===== config.mk =====
export PLATFORM = sky130hd
export DESIGN_NAME = inv_prot_ctrl
export DESIGN_NICKNAME = d
export VERILOG_FILES = /design/src/rtl/inv_prot_pkg.sv /design/src/rtl/inv_sync.sv /design/src/rtl/inv_pulse_qual.sv /design/src/rtl/inv_prot_fsm.sv /design/src/rtl/inv_prot_ctrl.sv
export SDC_FILE = /design/constraint.sdc
export NUM_CORES = 1
export LEC_CHECK = 0
export CAP_MARGIN = 10
export CORE_MARGIN = 8
export CORE_UTILIZATION = 54
export DETAILED_ROUTE_END_ITERATION = 8
export PLACE_DENSITY = 0.73
export RECOVER_POWER = 100
export SYNTH_ARGS = -nofsm -noshare
export SYNTH_HDL_FRONTEND = slang
export SYNTH_HIERARCHICAL = 1
export SYNTH_SLANG_ARGS = --single-unit

===== constraint.sdc =====
create_clock -name clk -period 2.6 [get_ports clk]
set_clock_uncertainty 0.15 [all_clocks]
set_input_delay 0.39 -clock clk [delete_from_list [all_inputs] [get_ports clk]]
set_output_delay 0.39 -clock clk [all_outputs]
set_load 0.005 [all_outputs]

===== src/rtl/inv_prot_pkg.sv =====
package inv_prot_pkg;

    typedef enum logic [1:0] {
        ST_NORMAL    = 2'd0,
        ST_SC_FAULT  = 2'd1,
        ST_UV_FAULT  = 2'd2,
        ST_WAIT_EDGE = 2'd3
    } prot_state_e;

endpackage


===== src/rtl/inv_sync.sv =====
module inv_sync #(
    parameter int   WIDTH   = 1,
    parameter int   STAGES  = 2,
    parameter logic RST_VAL = 1'b0
) (
    input  logic             clk,
    input  logic             rst_n,
    input  logic [WIDTH-1:0] d_i,
    output logic [WIDTH-1:0] q_o
);

    logic [STAGES-1:0][WIDTH-1:0] pipe_d, pipe_q;

    always_comb begin
        pipe_d[0] = d_i;
        for (int s = 1; s < STAGES; s++) begin
            pipe_d[s] = pipe_q[s-1];
        end
    end

    always_ff @(posedge clk or negedge rst_n) begin
        if (!rst_n) pipe_q <= {(STAGES*WIDTH){RST_VAL}};
        else        pipe_q <= pipe_d;
    end

    assign q_o = pipe_q[STAGES-1];

endmodule


===== src/rtl/inv_pulse_qual.sv =====
module inv_pulse_qual #(
    parameter int MIN_PULSE_CYC = 70
) (
    input  logic clk,
    input  logic rst_n,
    input  logic cmd_i,
    output logic qual_o
);

    localparam int            CW   = $clog2(MIN_PULSE_CYC + 1);
    localparam logic [CW-1:0] LAST = CW'(MIN_PULSE_CYC - 1);

    typedef struct packed {
        logic [CW-1:0] cnt;
        logic          qual;
    } qual_t;

    qual_t st_d, st_q;

    always_comb begin
        st_d = st_q;
        if (!cmd_i) begin
            st_d.cnt  = '0;
            st_d.qual = 1'b0;
        end else if (st_q.cnt == LAST) begin
            st_d.qual = 1'b1;
        end else begin
            st_d.cnt = st_q.cnt + 1'b1;
        end
    end

    always_ff @(posedge clk or negedge rst_n) begin
        if (!rst_n) st_q <= '0;
        else        st_q <= st_d;
    end

    assign qual_o = st_q.qual;

endmodule


===== src/rtl/inv_prot_fsm.sv =====
module inv_prot_fsm
    import inv_prot_pkg::*;
#(
    parameter int NUM_PH          = 3,
    parameter int FAULT_PULSE_CYC = 4000
) (
    input  logic              clk,
    input  logic              rst_n,
    input  logic [NUM_PH-1:0] qual_hi_i,
    input  logic [NUM_PH-1:0] qual_lo_i,
    input  logic              sc_s_i,
    input  logic              uv_lo_s_i,
    input  logic [NUM_PH-1:0] uv_hi_s_i,
    input  logic              sense_s_i,
    output logic [NUM_PH-1:0] gate_hi_o,
    output logic [NUM_PH-1:0] gate_lo_o,
    output logic              flt_drv_o,
    output logic              ext_sd_o,
    output prot_state_e       state_o
);

    localparam int            FW        = $clog2(FAULT_PULSE_CYC + 1);
    localparam logic [FW-1:0] PULSE_TOP = FW'(FAULT_PULSE_CYC - 1);

    typedef struct packed {
        prot_state_e       state;
        logic [FW-1:0]     cnt;
        logic [NUM_PH-1:0] hi_prev;
        logic [NUM_PH-1:0] lo_prev;
        logic [NUM_PH-1:0] arm_hi;
        logic [NUM_PH-1:0] arm_lo;
        logic [NUM_PH-1:0] gate_hi;
        logic [NUM_PH-1:0] gate_lo;
        logic              drv;
        logic [1:0]        drv_dly;
    } fsm_t;

    fsm_t st_d, st_q;

    logic [NUM_PH-1:0] rise_hi, rise_lo;
    logic              ext_sd, block_all;

    always_comb begin
        st_d = st_q;

        // own pull-down and its synchroniser echo are not an outside request
        ext_sd  = ~sense_s_i & ~st_q.drv & ~(|st_q.drv_dly);
        rise_hi = qual_hi_i & ~st_q.hi_prev;
        rise_lo = qual_lo_i & ~st_q.lo_prev;

        st_d.hi_prev = qual_hi_i;
        st_d.lo_prev = qual_lo_i;
        st_d.drv_dly = {st_q.drv_dly[0], st_q.drv};

        unique case (st_q.state)
            ST_NORMAL, ST_WAIT_EDGE: begin
                if (sc_s_i) begin
                    st_d.state = ST_SC_FAULT;
                    st_d.cnt   = PULSE_TOP;
                end else if (uv_lo_s_i) begin
                    st_d.state = ST_UV_FAULT;
                end else if (st_q.state == ST_WAIT_EDGE && (|(rise_hi | rise_lo))) begin
                    st_d.state = ST_NORMAL;
                end
            end
            ST_SC_FAULT: begin
                if (st_q.cnt != '0) begin
                    st_d.cnt = st_q.cnt - 1'b1;
                end else if (!sc_s_i) begin
                    st_d.state = uv_lo_s_i ? ST_UV_FAULT : ST_WAIT_EDGE;
                end
            end
            ST_UV_FAULT: begin
                if (sc_s_i) begin
                    st_d.state = ST_SC_FAULT;
                    st_d.cnt   = PULSE_TOP;
                end else if (!uv_lo_s_i) begin
                    st_d.state = ST_WAIT_EDGE;
                end
            end
            default: st_d.state = ST_WAIT_EDGE;
        endcase

        block_all = sc_s_i | uv_lo_s_i | ext_sd |
                    (st_d.state == ST_SC_FAULT) | (st_d.state == ST_UV_FAULT);

        // an arm bit is set only by a fresh edge and dropped by any blocking condition
        st_d.arm_hi = block_all ? '0 : (((st_q.arm_hi & qual_hi_i) | rise_hi) & ~uv_hi_s_i);
        st_d.arm_lo = block_all ? '0 :  ((st_q.arm_lo & qual_lo_i) | rise_lo);

        st_d.gate_hi = qual_hi_i & st_d.arm_hi;
        st_d.gate_lo = qual_lo_i & st_d.arm_lo;
        st_d.drv     = (st_d.state == ST_SC_FAULT) | (st_d.state == ST_UV_FAULT);
    end

    always_ff @(posedge clk or negedge rst_n) begin
        if (!rst_n) begin
            st_q       <= '0;
            st_q.state <= ST_NORMAL;
        end else begin
            st_q <= st_d;
        end
    end

    assign gate_hi_o = st_q.gate_hi;
    assign gate_lo_o = st_q.gate_lo;
    assign flt_drv_o = st_q.drv;
    assign ext_sd_o  = ext_sd;
    assign state_o   = st_q.state;

endmodule


===== src/rtl/inv_prot_ctrl.sv =====
module inv_prot_ctrl
    import inv_prot_pkg::*;
#(
    parameter int NUM_PH          = 3,
    parameter int SYNC_STAGES     = 2,
    parameter int MIN_PULSE_CYC   = 70,
    parameter int FAULT_PULSE_CYC = 4000
) (
    input  logic              clk,
    input  logic              rst_n,
    input  logic [NUM_PH-1:0] cmd_hi_i,
    input  logic [NUM_PH-1:0] cmd_lo_i,
    input  logic              uv_lo_i,
    input  logic [NUM_PH-1:0] uv_hi_i,
    input  logic              sc_i,
    input  logic              flt_sense_i,
    output logic [NUM_PH-1:0] gate_hi_o,
    output logic [NUM_PH-1:0] gate_lo_o,
    output logic              flt_drv_o
);

    localparam int NCMD  = 2 * NUM_PH;
    localparam int NFLAG = NUM_PH + 2;

    logic [NCMD-1:0]   cmd_s, cmd_qual;
    logic [NFLAG-1:0]  flag_s;
    logic              sc_s, uv_lo_s, sense_s, ext_sd;
    logic [NUM_PH-1:0] uv_hi_s;
    prot_state_e       fsm_state;

    inv_sync #(.WIDTH(NCMD), .STAGES(SYNC_STAGES), .RST_VAL(1'b0)) u_sync_cmd (
        .clk(clk), .rst_n(rst_n), .d_i({cmd_hi_i, cmd_lo_i}), .q_o(cmd_s)
    );

    inv_sync #(.WIDTH(NFLAG), .STAGES(SYNC_STAGES), .RST_VAL(1'b0)) u_sync_flag (
        .clk(clk), .rst_n(rst_n), .d_i({uv_hi_i, uv_lo_i, sc_i}), .q_o(flag_s)
    );

    inv_sync #(.WIDTH(1), .STAGES(SYNC_STAGES), .RST_VAL(1'b1)) u_sync_sense (
        .clk(clk), .rst_n(rst_n), .d_i(flt_sense_i), .q_o(sense_s)
    );

    assign sc_s    = flag_s[0];
    assign uv_lo_s = flag_s[1];
    assign uv_hi_s = flag_s[NFLAG-1:2];

    for (genvar c = 0; c < NCMD; c++) begin : g_qual
        inv_pulse_qual #(.MIN_PULSE_CYC(MIN_PULSE_CYC)) u_qual (
            .clk(clk), .rst_n(rst_n), .cmd_i(cmd_s[c]), .qual_o(cmd_qual[c])
        );
    end

    inv_prot_fsm #(.NUM_PH(NUM_PH), .FAULT_PULSE_CYC(FAULT_PULSE_CYC)) u_fsm (
        .clk       (clk),
        .rst_n     (rst_n),
        .qual_hi_i (cmd_qual[NCMD-1:NUM_PH]),
        .qual_lo_i (cmd_qual[NUM_PH-1:0]),
        .sc_s_i    (sc_s),
        .uv_lo_s_i (uv_lo_s),
        .uv_hi_s_i (uv_hi_s),
        .sense_s_i (sense_s),
        .gate_hi_o (gate_hi_o),
        .gate_lo_o (gate_lo_o),
        .flt_drv_o (flt_drv_o),
        .ext_sd_o  (ext_sd),
        .state_o   (fsm_state)
    );

endmodule


Word level (Yosys, flattened, before mapping)
Cells that the tools add are included.

Bits in read-only memories: 0. Latch bits: 0. RAM bits: 0. Logic and storage cells: 119. Memories kept: 0. Input port bits: 14. Flip-flop bits (word level): 107.

Div/mod/pow operators: 0. Shift operators: 0. Magnitude comparators: 0. Bitwise logic cells: 23. Equal/unequal tests: 24. Mux-type cells: 31. Add/sub/neg operators: 7. Reductions and logical operators: 6. Multiply operators: 0.

Operators by type and width (count): 8-bit 2-to-1 mux (6); 7-bit by 1-bit adder with 7-bit output (second input constant) (6); 7-bit == test (second input constant) (6); 7-bit 2-to-1 mux (6); 14-bit case mux with 3 select lines (1); 12-bit 2-to-1 mux (2); 3-bit bitwise AND (7); 2-bit 2-to-1 mux (7); 2-bit by 1-bit != test with 1-bit output (second input constant) (7); 2-bit != test (second input constant) (6); 12-bit nonzero test (1); 12-bit by 1-bit subtractor with 12-bit output (second input constant) (1); 3-bit NOT (3); 3-bit OR (3); 1-bit 2-to-1 mux (7); 2-bit == test (second input constant) (3); 3-bit 2-to-1 mux (2); 1-bit OR (5); 2-bit by 1-bit == test with 1-bit output (second input constant) (2); 2-bit OR reduction (2); 1-bit NOT (3); 3-bit OR reduction (1); 1-bit bitwise AND (2); 2-bit zero test (1); 1-bit logical AND (1).

Longest topological paths before layout
Depth after elaboration: 14. Mapped depth: 12.

Hierarchy
The synthesis kept the hierarchy.

Modules (own cells, without submodules): inv_pulse_qual (cells each 39, times used 6, area an instance 407.9 um^2); inv_prot_fsm (cells each 189, times used 1, area an instance 1850.5 um^2); inv_sync at u_sync_cmd (cells each 12, times used 1, area an instance 300.3 um^2); inv_sync at u_sync_flag (cells each 10, times used 1, area an instance 250.2 um^2); inv_sync at u_sync_sense (cells each 2, times used 1, area an instance 52.6 um^2).

Worst setup path after synthesis
No wires, ideal clock.

Path type: register to register. Start point: register u_fsm.st_q, in the netlist u_fsm/state_o[0]. End point: register u_fsm.st_q, in the netlist u_fsm/gate_hi_o[1]. Path buffers: 2. Slack: -0.181 ns. Data arrival time: 2.526 ns. Period minus slack after synthesis: 2.781 ns. Cell stages (with the launch flop): 13. Cells stage by stage: dfrtp_1 inv_1 ha_1 buf_2 nor2_1 and2_1 mux2i_1 and3_1 ha_1 nor4_1 nand2b_1 buf_2 nor4b_1.

RTL lines: start: declaration (line inv_prot_fsm.sv:38) `fsm_t st_d, st_q;`; start signal: assignment (line inv_prot_fsm.sv:101) `st_q <= st_d;`.

==> reports/metrics.cfg <==
[synth]
synth-warning-count = 6
syn_inst = 445
synthesis.nets = 478
syn_avg_cell_area_um2 = 11.0
syn_area_um2 = 4890

[detailed_routing]
met2_length_mm = 4.48
met3_length_um = 333
routed.top_layer = met4
vias_per_cell = 5.75
wirelength_met1_mm = 4.28
first_pass_iters = 5
routed-via-count = 3465
drc = 0
wl_per_cell_um = 15.3
drtIter0Drc = 130
wl_mm = 9.25
ant_nets = 0

[placement]
placed_area_um2 = 5330
gp_congestion = 0.928
pre_cts_slack_ps = -114
io_buffer_count = 20
dp.cells = 578
dp_hpwl_mm = 6.40

[grt]
grt.total_usage_pct = 15.1
grt_max_degree = 47
grt-ovfl-total = 0
grt_pass1_wl_mm = 15.7
grt_pass1_vias = 3359
antenna_found_initial = 0

[floorplanning]
dieArea_um2 = 12300
std_cell_rows = 34
ios = 21
dieHeight_um = 111
die_w_um = 111
coreArea_um2 = 8760
start_util_pct = 55.8

[layout]
drive_gt1_share_pct = 17.0
nNetsFinal = 523
area_delta_synth_final_pct = 15.4
fin_cells = 603
fin_util_pct = 64.3
diodes = 0
final_area_um2 = 5640

[sta]
fin_setup_tns_ps = -4.95
min_period_ps = 2600
rsz0062_at_grt = true
slew_violations = 0
fmax_ghz = 0.384
setup_viol = 1
fin_ws_ps = -4.95
hold_viol = 0
whs_ps = 205
max-slew-margin-rel_pct = 27.3
period_share_pct = 100
worst_pin_slew_ps = 1090

[power]
p_seq_share_pct = 44.1
p_comb_share_pct = 34.5
pwr_density_cell_nw_per_um2 = 798
p_sw_share_pct = 34.1
clkPwrFrac_pct = 21.4
p_sw_mw = 1.53
leakage_nw = 2.36
power_mw = 4.50
ir_drop_mv = 0.436
p_int_mw = 2.96

[setup_path]
required_ps = 2710
path_class = reg -> reg
end_kind = register
cp_max_fo = 12
arrival_ps = 2720
cp-start-kind = register

[cts]
clk_latency_ps = 360
cts_tree = built
root_buffer = clkbuf_8
numCtsBuffers = 9
clock_sinks = 107
clockBufferDepth = 2
clk_pin_slew_ps = 100
htreeDepth = 3

[hold_path]
min_path_type = reg -> reg

[flow_run]
max-cap-violations = 0

[run_status]
failed_checks = negative setup slack
outcome = complete, but fails checks

==> worst max-delay path: stages, from the launching register on <==
cell and delay (ps):
dfrtp_2 450, nor4_4 310, and4_4 290, mux2i_4 230, nand3_2 100, ha_2 210
nor4_2 250, nand2b_1 100, buf_6 160, nor4b_2 270
==> metal layers <==
metal	vias to the layer above	global-route usage (%)
li1	1670	-
met1	1700	19.3
met2	84	24.2
met3	11	3.73
met4	0	5.33
met5	-	0
==> cell type report <==
type / count / area (um2)
fill: 713 / 3130
sequential: 107 / 2680
multi-input combinational: 303 / 2130
timing repair buffer: 52 / 432
clock buffer: 10 / 138
tap: 108 / 135
inverter: 17 / 63.8
clock inverter: 6 / 56.3
==> path summary, 6_finish.rpt <==
kind / from / end / slack [ps] / cells past startpoint
setup / recovery: u_fsm/st_q[25] / u_fsm/st_q[12] / -5 / 9
hold / removal: u_sync_flag/pipe_d[5] / u_sync_flag/q_o[0] / 210 / 0
setup reg to reg: u_fsm/st_q[25] / u_fsm/st_q[12] / -5 / 9
hold reg to reg: u_sync_flag/pipe_d[5] / u_sync_flag/q_o[0] / 210 / 0
max in group asynchronous: rst_n / u_fsm/st_q[25] / 490 / 3
min in group asynchronous: rst_n / u_fsm/st_q[1] / 630 / 2
==> state kept, by name, indices dropped and copies added, names as in the netlist <==
register,cells
g_qual.u_qual/st_q,42
u_fsm/st_q,25
g_qual.u_qual/qual_o,6
u_sync_cmd/pipe_d,6
u_sync_cmd/q_o,6
u_sync_flag/pipe_d,5
u_sync_flag/q_o,5
u_fsm/gate_hi_o,3
u_fsm/gate_lo_o,3
u_fsm/state_o,2
u_fsm/flt_drv_o,1
u_fsm/st_d,1
u_sync_sense/pipe_d,1
u_sync_sense/q_o,1
==> power groups by stage <==
stage               Sequential (mW)  Combinational, mW  Clock (mW)
CTS                            1.97               1.37        1.01
detailed placement             2.01               1.33           0
global route                   2.01               1.71        1.08
floorplan                      2.01              0.832           0
global placement               1.99               1.28           0
finish                         1.98               1.55       0.963
==> layout by cell type (no fill, tap or decap), types with 7 or more instances in the layout <==
cell type / n
a21boi_0: 12
a21oi_1: 7
a31oi_1: 7
buf_4: 26
clkbuf_8: 10
clkdlybuf4s50_1: 7
dfrtp_1: 104
dlygate4sd3_1: 13
ha_1: 16
inv_1: 14
mux2i_1: 12
nand2_1: 34
nand2b_1: 19
nand3_1: 25
nor2_1: 12
nor2b_1: 8
nor3_1: 14
o21ai_0: 38
or3_1: 12
==> timing repair <==
action	CTS	global route
hold buffers	1	0
setup buffers	1	7
hold endpoints to repair	42	0
pin swaps	1	3
endpoints found under the setup margin	6	12
resized for setup	7	16
No activity file was read; power rests on OpenSTA's default activity.
